File: config.mk
export PLATFORM = sky130hd
export DESIGN_NAME = hostbus_if
export DESIGN_NICKNAME = d
export VERILOG_FILES = /design/src/rtl/hostbus_pkg.sv /design/src/rtl/hostbus_sync.sv /design/src/rtl/hostbus_strobe.sv /design/src/rtl/hostbus_wrq.sv /design/src/rtl/hostbus_rdret.sv /design/src/rtl/hostbus_if.sv
export SDC_FILE = /design/constraint.sdc
export NUM_CORES = 1
export LEC_CHECK = 0
export BUFFER_PORTS_ARGS = -buffer_cell sky130_fd_sc_hd__buf_4
export CAP_MARGIN = 20
export CORE_MARGIN = 5
export CORE_UTILIZATION = 40
export CTS_CLUSTER_DIAMETER = 40
export DETAILED_ROUTE_END_ITERATION = 10
export PLACE_DENSITY = 0.74
export SKIP_CTS_REPAIR_TIMING = 1
export SLEW_MARGIN = 20
export SYNTH_ARGS = -nofsm -noshare
export SYNTH_HDL_FRONTEND = slang
export SYNTH_HIERARCHICAL = 1
export SYNTH_SLANG_ARGS = --single-unit
export TNS_END_PERCENT = 5
File: constraint.sdc
create_clock -name clk -period 3.4 [get_ports clk]
set_clock_uncertainty 0.2 [all_clocks]
set_input_delay 0.68 -clock clk [delete_from_list [all_inputs] [get_ports clk]]
set_output_delay 0.68 -clock clk [all_outputs]
set_load 0.005 [all_outputs]
File: src/rtl/hostbus_pkg.sv
package hostbus_pkg;

  typedef enum logic {
    PROTO_M68 = 1'b0,
    PROTO_I80 = 1'b1
  } proto_e;

  // device counts as selected only when both active-low selects are low
  function automatic logic both_low(input logic a_n, input logic b_n);
    return ~a_n & ~b_n;
  endfunction

  function automatic logic rose(input logic prev, input logic now);
    return ~prev & now;
  endfunction

  function automatic logic fell(input logic prev, input logic now);
    return prev & ~now;
  endfunction

endpackage

File: src/rtl/hostbus_sync.sv
module hostbus_sync #(
  parameter int unsigned W       = 1,
  parameter int unsigned STAGES  = 2,
  parameter logic [W-1:0] RST_VAL = '0
) (
  input  logic         clk,
  input  logic         rst_n,
  input  logic [W-1:0] d,
  output logic [W-1:0] q
);

  logic [W-1:0] chain [STAGES];

  genvar g;
  generate
    for (g = 0; g < STAGES; g++) begin : g_stage
      if (g == 0) begin : g_first
        always_ff @(posedge clk or negedge rst_n) begin
          if (!rst_n) chain[g] <= RST_VAL;
          else        chain[g] <= d;
        end
      end else begin : g_next
        always_ff @(posedge clk or negedge rst_n) begin
          if (!rst_n) chain[g] <= RST_VAL;
          else        chain[g] <= chain[g-1];
        end
      end
    end
  endgenerate

  assign q = chain[STAGES-1];

endmodule

File: src/rtl/hostbus_strobe.sv
module hostbus_strobe
  import hostbus_pkg::*;
(
  input  logic   clk,
  input  logic   rst_n,
  input  logic   pd,
  input  proto_e proto,
  input  logic   s_a,
  input  logic   s_b,
  input  logic   s_sel_a_n,
  input  logic   s_sel_b_n,
  output logic   wr_evt,
  output logic   rd_evt,
  output logic   drive,
  output logic   idle,
  output logic   sel_now
);

  logic p_a, p_b, p_sel_a_n, p_sel_b_n;
  logic sel_was, sel_end, a_steady_hi;
  logic m68_wr, m68_rd, i80_wr, i80_rd;
  logic wr_arm, rd_arm;

  always_ff @(posedge clk or negedge rst_n) begin
    if (!rst_n) begin
      p_a       <= 1'b1;
      p_b       <= 1'b1;
      p_sel_a_n <= 1'b1;
      p_sel_b_n <= 1'b1;
    end else begin
      p_a       <= s_a;
      p_b       <= s_b;
      p_sel_a_n <= s_sel_a_n;
      p_sel_b_n <= s_sel_b_n;
    end
  end

  assign sel_now     = both_low(s_sel_a_n, s_sel_b_n);
  assign sel_was     = both_low(p_sel_a_n, p_sel_b_n);
  assign sel_end     = fell(sel_was, sel_now);
  assign a_steady_hi = p_a & s_a;
  assign idle        = s_sel_a_n & s_sel_b_n;

  // 6800 style: enable falling edge, or select end with enable parked high
  assign m68_wr = (sel_was & fell(p_a, s_a) & ~p_b) | (sel_end & a_steady_hi & ~p_b);
  assign m68_rd = (sel_was & fell(p_a, s_a) &  p_b) | (sel_end & a_steady_hi &  p_b);

  // 8080 style: first of strobe rise or select end, once per access
  assign i80_wr = wr_arm & (rose(p_b, s_b) | sel_end);
  assign i80_rd = rd_arm & (rose(p_a, s_a) | sel_end);

  always_ff @(posedge clk or negedge rst_n) begin
    if (!rst_n) begin
      wr_arm <= 1'b0;
      rd_arm <= 1'b0;
    end else if (pd || proto != PROTO_I80) begin
      wr_arm <= 1'b0;
      rd_arm <= 1'b0;
    end else begin
      wr_arm <= i80_wr ? 1'b0 : (wr_arm | (sel_now & ~s_b));
      rd_arm <= i80_rd ? 1'b0 : (rd_arm | (sel_now & ~s_a));
    end
  end

  always_comb begin
    if (proto == PROTO_I80) begin
      wr_evt = i80_wr;
      rd_evt = i80_rd;
      drive  = sel_now & ~s_a;
    end else begin
      wr_evt = m68_wr;
      rd_evt = m68_rd;
      drive  = sel_now & s_b & s_a;
    end
    if (pd) begin
      wr_evt = 1'b0;
      rd_evt = 1'b0;
      drive  = 1'b0;
    end
  end

endmodule

File: src/rtl/hostbus_wrq.sv
module hostbus_wrq #(
  parameter int unsigned WORD_W = 17
) (
  input  logic              clk,
  input  logic              rst_n,
  input  logic              pd,
  input  logic              cap,
  input  logic [WORD_W-1:0] cap_word,
  input  logic              ready,
  output logic              valid,
  output logic [WORD_W-1:0] word,
  output logic              ovf,
  output logic              drop
);

  logic accept, room;

  assign accept = valid & ready;
  assign room   = ~valid | accept;
  assign drop   = cap & ~room;

  always_ff @(posedge clk or negedge rst_n) begin
    if (!rst_n) begin
      valid <= 1'b0;
      word  <= '0;
      ovf   <= 1'b0;
    end else begin
      if (pd)                valid <= 1'b0;
      else if (cap && room)  valid <= 1'b1;
      else if (accept)       valid <= 1'b0;
      if (!pd && cap && room) word <= cap_word;
      if (drop) ovf <= 1'b1;
    end
  end

endmodule

File: src/rtl/hostbus_rdret.sv
module hostbus_rdret #(
  parameter int unsigned DATA_W      = 16,
  parameter int unsigned CLEAR_AFTER = 2
) (
  input  logic              clk,
  input  logic              rst_n,
  input  logic              pd,
  input  logic              load,
  input  logic [DATA_W-1:0] load_data,
  input  logic              rd_done,
  output logic              irq,
  output logic [DATA_W-1:0] hold
);

  localparam int unsigned CW = $clog2(CLEAR_AFTER + 1);
  localparam logic [CW-1:0] LAST = CW'(CLEAR_AFTER - 1);

  logic [CW-1:0] seen;

  always_ff @(posedge clk or negedge rst_n) begin
    if (!rst_n) begin
      irq  <= 1'b0;
      seen <= '0;
      hold <= '0;
    end else if (pd) begin
      irq  <= 1'b0;
      seen <= '0;
    end else if (load) begin
      irq  <= 1'b1;
      seen <= '0;
      hold <= load_data;
    end else if (rd_done && irq) begin
      if (seen == LAST) begin
        irq  <= 1'b0;
        seen <= '0;
      end else begin
        seen <= seen + 1'b1;
      end
    end
  end

endmodule

File: src/rtl/hostbus_if.sv
module hostbus_if
  import hostbus_pkg::*;
#(
  parameter int unsigned DATA_W      = 16,
  parameter int unsigned SYNC_STAGES = 2
) (
  input  logic              clk,
  input  logic              rst_n,
  input  logic              awake,
  input  logic              proto_sel,
  input  logic              strb_a,
  input  logic              strb_b,
  input  logic              sel_a_n,
  input  logic              sel_b_n,
  input  logic              tag_in,
  input  logic [DATA_W-1:0] bus_in,
  output logic [DATA_W-1:0] bus_out,
  output logic              bus_oe,
  output logic              wr_valid,
  input  logic              wr_ready,
  output logic [DATA_W:0]   wr_word,
  output logic              wr_ovf,
  input  logic              rd_load,
  input  logic [DATA_W-1:0] rd_data,
  output logic              rd_irq
);

  localparam int unsigned CTL_W  = 6;
  localparam int unsigned WORD_W = DATA_W + 1;

  logic [CTL_W-1:0]  ctl_raw, ctl_s;
  logic [DATA_W-1:0] bus_s;
  logic              s_mode, s_tag, s_sel_b_n, s_sel_a_n, s_b, s_a;
  logic              pd, idle, sel_now;
  logic              cap_evt, rd_evt, bus_drive, drop_evt;
  proto_e            proto_q;

  assign pd      = ~awake;
  assign ctl_raw = {proto_sel, tag_in, sel_b_n, sel_a_n, strb_b, strb_a};

  hostbus_sync #(.W(CTL_W), .STAGES(SYNC_STAGES), .RST_VAL({CTL_W{1'b1}})) u_ctl_sync (
    .clk(clk), .rst_n(rst_n), .d(ctl_raw), .q(ctl_s)
  );

  hostbus_sync #(.W(DATA_W), .STAGES(SYNC_STAGES), .RST_VAL('0)) u_bus_sync (
    .clk(clk), .rst_n(rst_n), .d(bus_in), .q(bus_s)
  );

  assign {s_mode, s_tag, s_sel_b_n, s_sel_a_n, s_b, s_a} = ctl_s;

  // protocol only follows the input between accesses
  always_ff @(posedge clk or negedge rst_n) begin
    if (!rst_n)    proto_q <= PROTO_M68;
    else if (idle) proto_q <= proto_e'(s_mode);
  end

  hostbus_strobe u_strobe (
    .clk(clk), .rst_n(rst_n), .pd(pd), .proto(proto_q),
    .s_a(s_a), .s_b(s_b), .s_sel_a_n(s_sel_a_n), .s_sel_b_n(s_sel_b_n),
    .wr_evt(cap_evt), .rd_evt(rd_evt), .drive(bus_drive),
    .idle(idle), .sel_now(sel_now)
  );

  hostbus_wrq #(.WORD_W(WORD_W)) u_wrq (
    .clk(clk), .rst_n(rst_n), .pd(pd), .cap(cap_evt),
    .cap_word({s_tag, bus_s}), .ready(wr_ready),
    .valid(wr_valid), .word(wr_word), .ovf(wr_ovf), .drop(drop_evt)
  );

  hostbus_rdret #(.DATA_W(DATA_W), .CLEAR_AFTER(2)) u_rdret (
    .clk(clk), .rst_n(rst_n), .pd(pd), .load(rd_load), .load_data(rd_data),
    .rd_done(rd_evt), .irq(rd_irq), .hold(bus_out)
  );

  assign bus_oe = bus_drive & awake & sel_now;

endmodule

* After elaboration in Yosys (flattened, before gate mapping)
Cells that the tools add are included.
** Word-level totals
- Register bits after elaboration :: 89
- Input port bits :: 43
** Operators by class
- $add $sub $neg :: 1
- Equality and inequality tests :: 4
- Mux-type cells :: 21
- Bitwise logic cells :: 44
- Reductions and logical operators :: 7
** Operators by type and width (count)
- AND 1 bit :: 24
- two-way mux 1 bit :: 17
- inverter 1 bit :: 13
- != test 3 x 1 -> 1 bit (second input constant) :: 3
- two-way mux 2 bit :: 4
- OR 1 bit :: 7
- logical AND 1 bit :: 4
- AND reduction 2 bit :: 2
- adder 2 x 1 -> 2 bit (second input constant) :: 1
- == test 2 x 1 -> 1 bit (second input constant) :: 1
- logical OR 1 bit :: 1

* Longest topological paths before layout
- Depth in word-level cells :: 13
- Depth in mapped cells :: 7

* Modules after synthesis
Netlist, hierarchy kept.
** By module, submodules not included
- hostbus_sync (u_bus_sync) :: instances 1, cells each 48, area an instance 920.9 µm², seq. area each 800.8 µm²
- hostbus_rdret :: instances 1, cells each 47, area an instance 793.3 µm², seq. area each 475.5 µm²
- hostbus_wrq :: instances 1, cells each 43, area an instance 735.7 µm², seq. area each 475.5 µm²
- hostbus_sync (u_ctl_sync) :: instances 1, cells each 18, area an instance 360.3 µm², seq. area each 315.3 µm²
- hostbus_strobe :: instances 1, cells each 31, area an instance 341.6 µm², seq. area each 155.1 µm²
- hostbus_if :: instances 1, cells each 4, area an instance 50.0 µm², seq. area each 25.0 µm²

* Worst setup path before layout
No wires, ideal clock.
- Path type :: reg2reg
- From :: register u_ctl_sync.chain, in the netlist u_ctl_sync/q[3]
- To :: register u_wrq.word[0]
- Library setup time :: 0.125 ns
- Arrival :: 2.065 ns
- Data required time :: 3.075 ns
- Path slack :: 1.010 ns
- Cell stages (with the launch flop) :: 8
- Buffers on the path :: 2
- Clock period less this slack :: 2.390 ns
- Path through :: dfstp_2 buf_4 nor2_4 a2111oi_4 a32o_1 nor3b_4 buf_8 mux2_2
** Between the ends
- Word-level cells in the longest chain between the ends :: 11
- Elaborated cells between the ends (all ways) :: 13
** Ends and longest elaborated chain
- start: declaration :: line hostbus_sync.sv:12 : logic [W-1:0] chain [STAGES];
- start signal: indexed assignment :: line hostbus_sync.sv:25 : else chain[g] <= chain[g-1];
- inverter 1 bit (*) :: line hostbus_pkg.sv:10 : return ~a_n & ~b_n;
- AND 1 bit (*) :: line hostbus_pkg.sv:10
- net sel_now :: line hostbus_if.sv:34 : logic pd, idle, sel_now;
- inverter 1 bit (*) :: line hostbus_pkg.sv:18 : return prev & ~now;
- AND 1 bit (*) :: line hostbus_pkg.sv:18
- AND 1 bit (2 in a row) :: line hostbus_strobe.sv:45 : assign m68_wr = (sel_was & fell(p_a, s_a) & ~p_b) | (sel_end & a_steady_hi & ~p_b);
- OR 1 bit :: line hostbus_strobe.sv:45
- two-way mux 1 bit (*) :: line hostbus_strobe.sv:66 : if (proto == PROTO_I80) begin
- two-way mux 1 bit (*) :: line hostbus_strobe.sv:75 : if (pd) begin
- net cap_evt :: line hostbus_if.sv:35 : logic cap_evt, rd_evt, bus_drive, drop_evt;
- logical AND 1 bit (*) (2 in a row) :: line hostbus_wrq.sv:31 : if (!pd && cap && room) word <= cap_word;
- end signal: assignment :: line hostbus_wrq.sv:31
- end: declaration :: line hostbus_wrq.sv:11 : output logic [WORD_W-1:0] word,
The timed path passes the listed nets; every way through them passes the cells marked *.
A chain may end at the register's enable or synchronous reset.

* Worst setup path after layout
- From :: register u_ctl_sync.chain, in the netlist u_ctl_sync/q[0]
- To :: output port bus_oe
** Between the ends
- Word-level cells in the longest chain between the ends :: 6
- Elaborated cells between the ends (all ways) :: 7
** Ends and longest elaborated chain
- inverter 1 bit :: line hostbus_strobe.sv:69 : drive = sel_now & ~s_a;
- AND 1 bit :: line hostbus_strobe.sv:69
- two-way mux 1 bit (*) :: line hostbus_strobe.sv:66
- two-way mux 1 bit (*) :: line hostbus_strobe.sv:75
- net bus_drive :: line hostbus_if.sv:35
- AND 1 bit (*) (2 in a row) :: line hostbus_if.sv:75 : assign bus_oe = bus_drive & awake & sel_now;
- end: declaration :: line hostbus_if.sv:18 : output logic bus_oe,
Marks and branches as above.

==> qor.txt <==
largest family of logic cells by synthesized area -> multiplexers
yosys synthesis warning count -> 6
gpl congestion -> 0.784
CP Data Arrival Time -> 1750 ps
flops & latches, synth -> 89
Crit-path slowest cell -> dfstp_2
Simple-Gate Fraction of Synth Area -> 5.82%
post-synthesis sequential area ratio -> 70.2%
TritonCTS buffer count -> 9
Area Growth Syn to Fin -> 23.3%
Post-DP HPWL -> 3610 µm
core box area -> 7770 µm²
wire per inst -> 14.1 µm
post-route ant nets -> 0
xor/xnor share of the synthesized area -> 0%
adder-cell share of the synthesized area -> 0%
ANT cells -> 0
CTS root buf -> clkbuf_8
CTS tree -> done
Final Hold Fails -> 0
CTS H-tree lvls -> 3
Min-Delay Path Class -> reg -> reg
Final Cycle Share -> 77.4%
fin nets -> 300
Row Count -> 32
largest net degree at the start of global routing -> 90
Total GRT Usage -> 11.4%
P per Cell Area -> 579 nW/µm²
drt first pass iters -> 4
DR vias -> 1667
layout cells sized above 1 -> 59.2%
Die Y -> 99.5 µm
Die Footprint -> 9890 µm²
synthesized area -> 3200 µm²
Worst Max-Slew Pin Slew -> 755 ps
outcome -> completed
Mean Syn Cell Area -> 16.8 µm²
CP endpoint kind -> output pin
Final setup viols -> 0
routed vias/inst -> 4.58
mux cell area share after synthesis -> 13.6%
post-synthesis compound-gate area fraction -> 3.56%
clk sinks -> 89
Die Wd -> 99.5 µm
DRC viols -> 0
vias in the first global route -> 1820
MaxCap Viol Count -> 0
RSZ-0062 raised after global routing -> false
kind of critical path -> reg -> out
largest fanout on the critical path -> 6
LEAKAGE -> 1.87 nW
worst slack, placed -> 851 ps
Peak Freq -> 380 MHz
syn_nets -> 234
max-slew violation count -> 0
Starting Density -> 41.2%
Req. time, crit path -> 2520 ps
Synth cell types -> 33
initial antenna violation count -> 0
slew margin rel. -> 49.7%
Congestion Overflow GR -> 0
I/O pins -> 80
drt initial violations -> 50
worst IR drop on VDD -> 0.319 mV
clock-pin slew on the worst setup and hold paths -> 80 ps
Setup WS post-layout -> 769 ps
Cell Chain, Critical Path -> nand2_1 > mux2_2 > nor4_1 > and3_1 > buf_4
cells after synthesis -> 191
Bufs on Longest Clock Path -> 2
final worst path period need -> 2630 ps
Slowest Stage Delay on Critical Path -> 610 ps
type of origin of the critical path -> flop
Overall Power -> 2.29 mW
Setup TNS Final -> 0 ps
global-route wire length before repair -> 8770 µm
WL final -> 5150 µm
count of input and output buffers -> 79
clock latency at the later pin of the worst-skew pair -> 350 ps
synthesized netlist by cell type:
library cell	number	share of area, %
dfrtp_1	73	57
mux2_2	24	8.4
buf_4	22	5.2
dfstp_2	16	13
mux2_4	11	5.2
nor2_1	7	0.82
nand2_1	3	0.35
nand2b_1	3	0.59
a21oi_1	2	0.31
a32o_1	2	0.63
and2_2	2	0.47
and3_1	2	0.39
inv_1	2	0.23
nor2b_4	2	0.86
o31ai_1	2	0.47
a2111oi_4	1	0.86
a21boi_0	1	0.23
a311oi_1	1	0.27
and3b_1	1	0.27
buf_12	1	0.63
buf_6	1	0.35
buf_8	1	0.47
nand3_1	1	0.16
nor2_4	1	0.35
nor2b_1	1	0.20
nor3_1	1	0.16
nor3b_1	1	0.23
nor3b_4	1	0.59
nor4_1	1	0.20
o21a_1	1	0.23
o311ai_0	1	0.27
o311ai_1	1	0.27
or2_2	1	0.20
layout make-up:
class / count / area [µm²]
sequential: 89 / 2250
timing repair buffer: 80 / 604
fill: 720 / 3820
multi-input combinational: 75 / 736
inverter: 2 / 7.51
tap: 102 / 128
clock buffer: 9 / 124
clock inverter: 7 / 103
power breakdown:
group,total (mW),internal [mW],switching [mW],leakage (nW)
registers,1.22,1.16,0.0549,1.06
clock network,0.794,0.423,0.372,0.116
logic,0.275,0.182,0.0925,0.689
total,2.29,1.77,0.519,1.87
cell families after synthesis:
| logic type | count (synthesis) |
|---|---|
| buf+inv | 27 |
| compound gates | 12 |
| mux | 35 |
| simple gates | 28 |
| flops | 89 |
cells in the final DEF, fill, tap and decap left out, drive strengths merged:
cell type	count
or2	1
nor3	1
bufinv	2
o31ai	2
dfrtp	73
and3	2
nand2b	3
inv	4
o311ai	2
nand2	3
o21a	1
a21oi	2
clkbuf	9
a21boi	1
nor3b	2
nand3	1
a2111oi	1
nor4	1
a311oi	1
and3b	1
and2	2
dfstp	16
buf	80
nor2	8
mux2	35
nor2b	3
clkinv	3
a32o	2
worst paths after layout:
kind	from	end	slack [ps]	cells after the start
max	u_ctl_sync/q[0]$_DFF_PN1_	bus_oe	770	5
min	u_bus_sync/chain[30]$_DFF_PN0_	u_bus_sync/q[14]$_DFF_PN0_	150	0
max reg2reg	u_ctl_sync/q[3]$_DFF_PN1_	u_wrq/word[14]$_DFFE_PN0P_	960	6
min reg2reg	u_bus_sync/chain[30]$_DFF_PN0_	u_bus_sync/q[14]$_DFF_PN0_	150	0
max in group asynchronous	rst_n	u_wrq/word[8]$_DFFE_PN0P_	2320	1
min in group asynchronous	rst_n	u_bus_sync/chain[20]$_DFF_PN0_	180	1
flip-flops by register name (all words and copies together), names as in the netlist, 2 cells and up:
register / flops
u_rdret/seen: 2
u_bus_sync/q: 16
u_ctl_sync/q: 6
u_ctl_sync/chain: 6
u_wrq/word: 17
u_rdret/hold: 16
u_bus_sync/chain: 16
metrics by stage:
step	utilization (%)	hold WS, ps	area, µm²	std cells
5_1_grt	50.8	159	3950	364
6_report	50.8	152	3950	364
3_5_place_dp	47.9	135	3720	348
2_1_floorplan	-	131	3200	191
4_1_cts	50.8	155	3950	364
3_3_place_gp	47.9	133	3720	348
metal layers:
metal	track usage, %	routed length, µm	vias up
li1	-	-	762
met1	13.7	2090	840
met2	17.6	2590	56
met3	5.96	401	9
met4	3.89	68	0
met5	0	0	-
critical path, delay by kind of cell (launching register included):
family,cells,cell delay (ps)
flops,1,610
buf+inv,1,110
mux,1,250
simple gates,3,420
No activity file was read; power rests on OpenSTA's default activity.
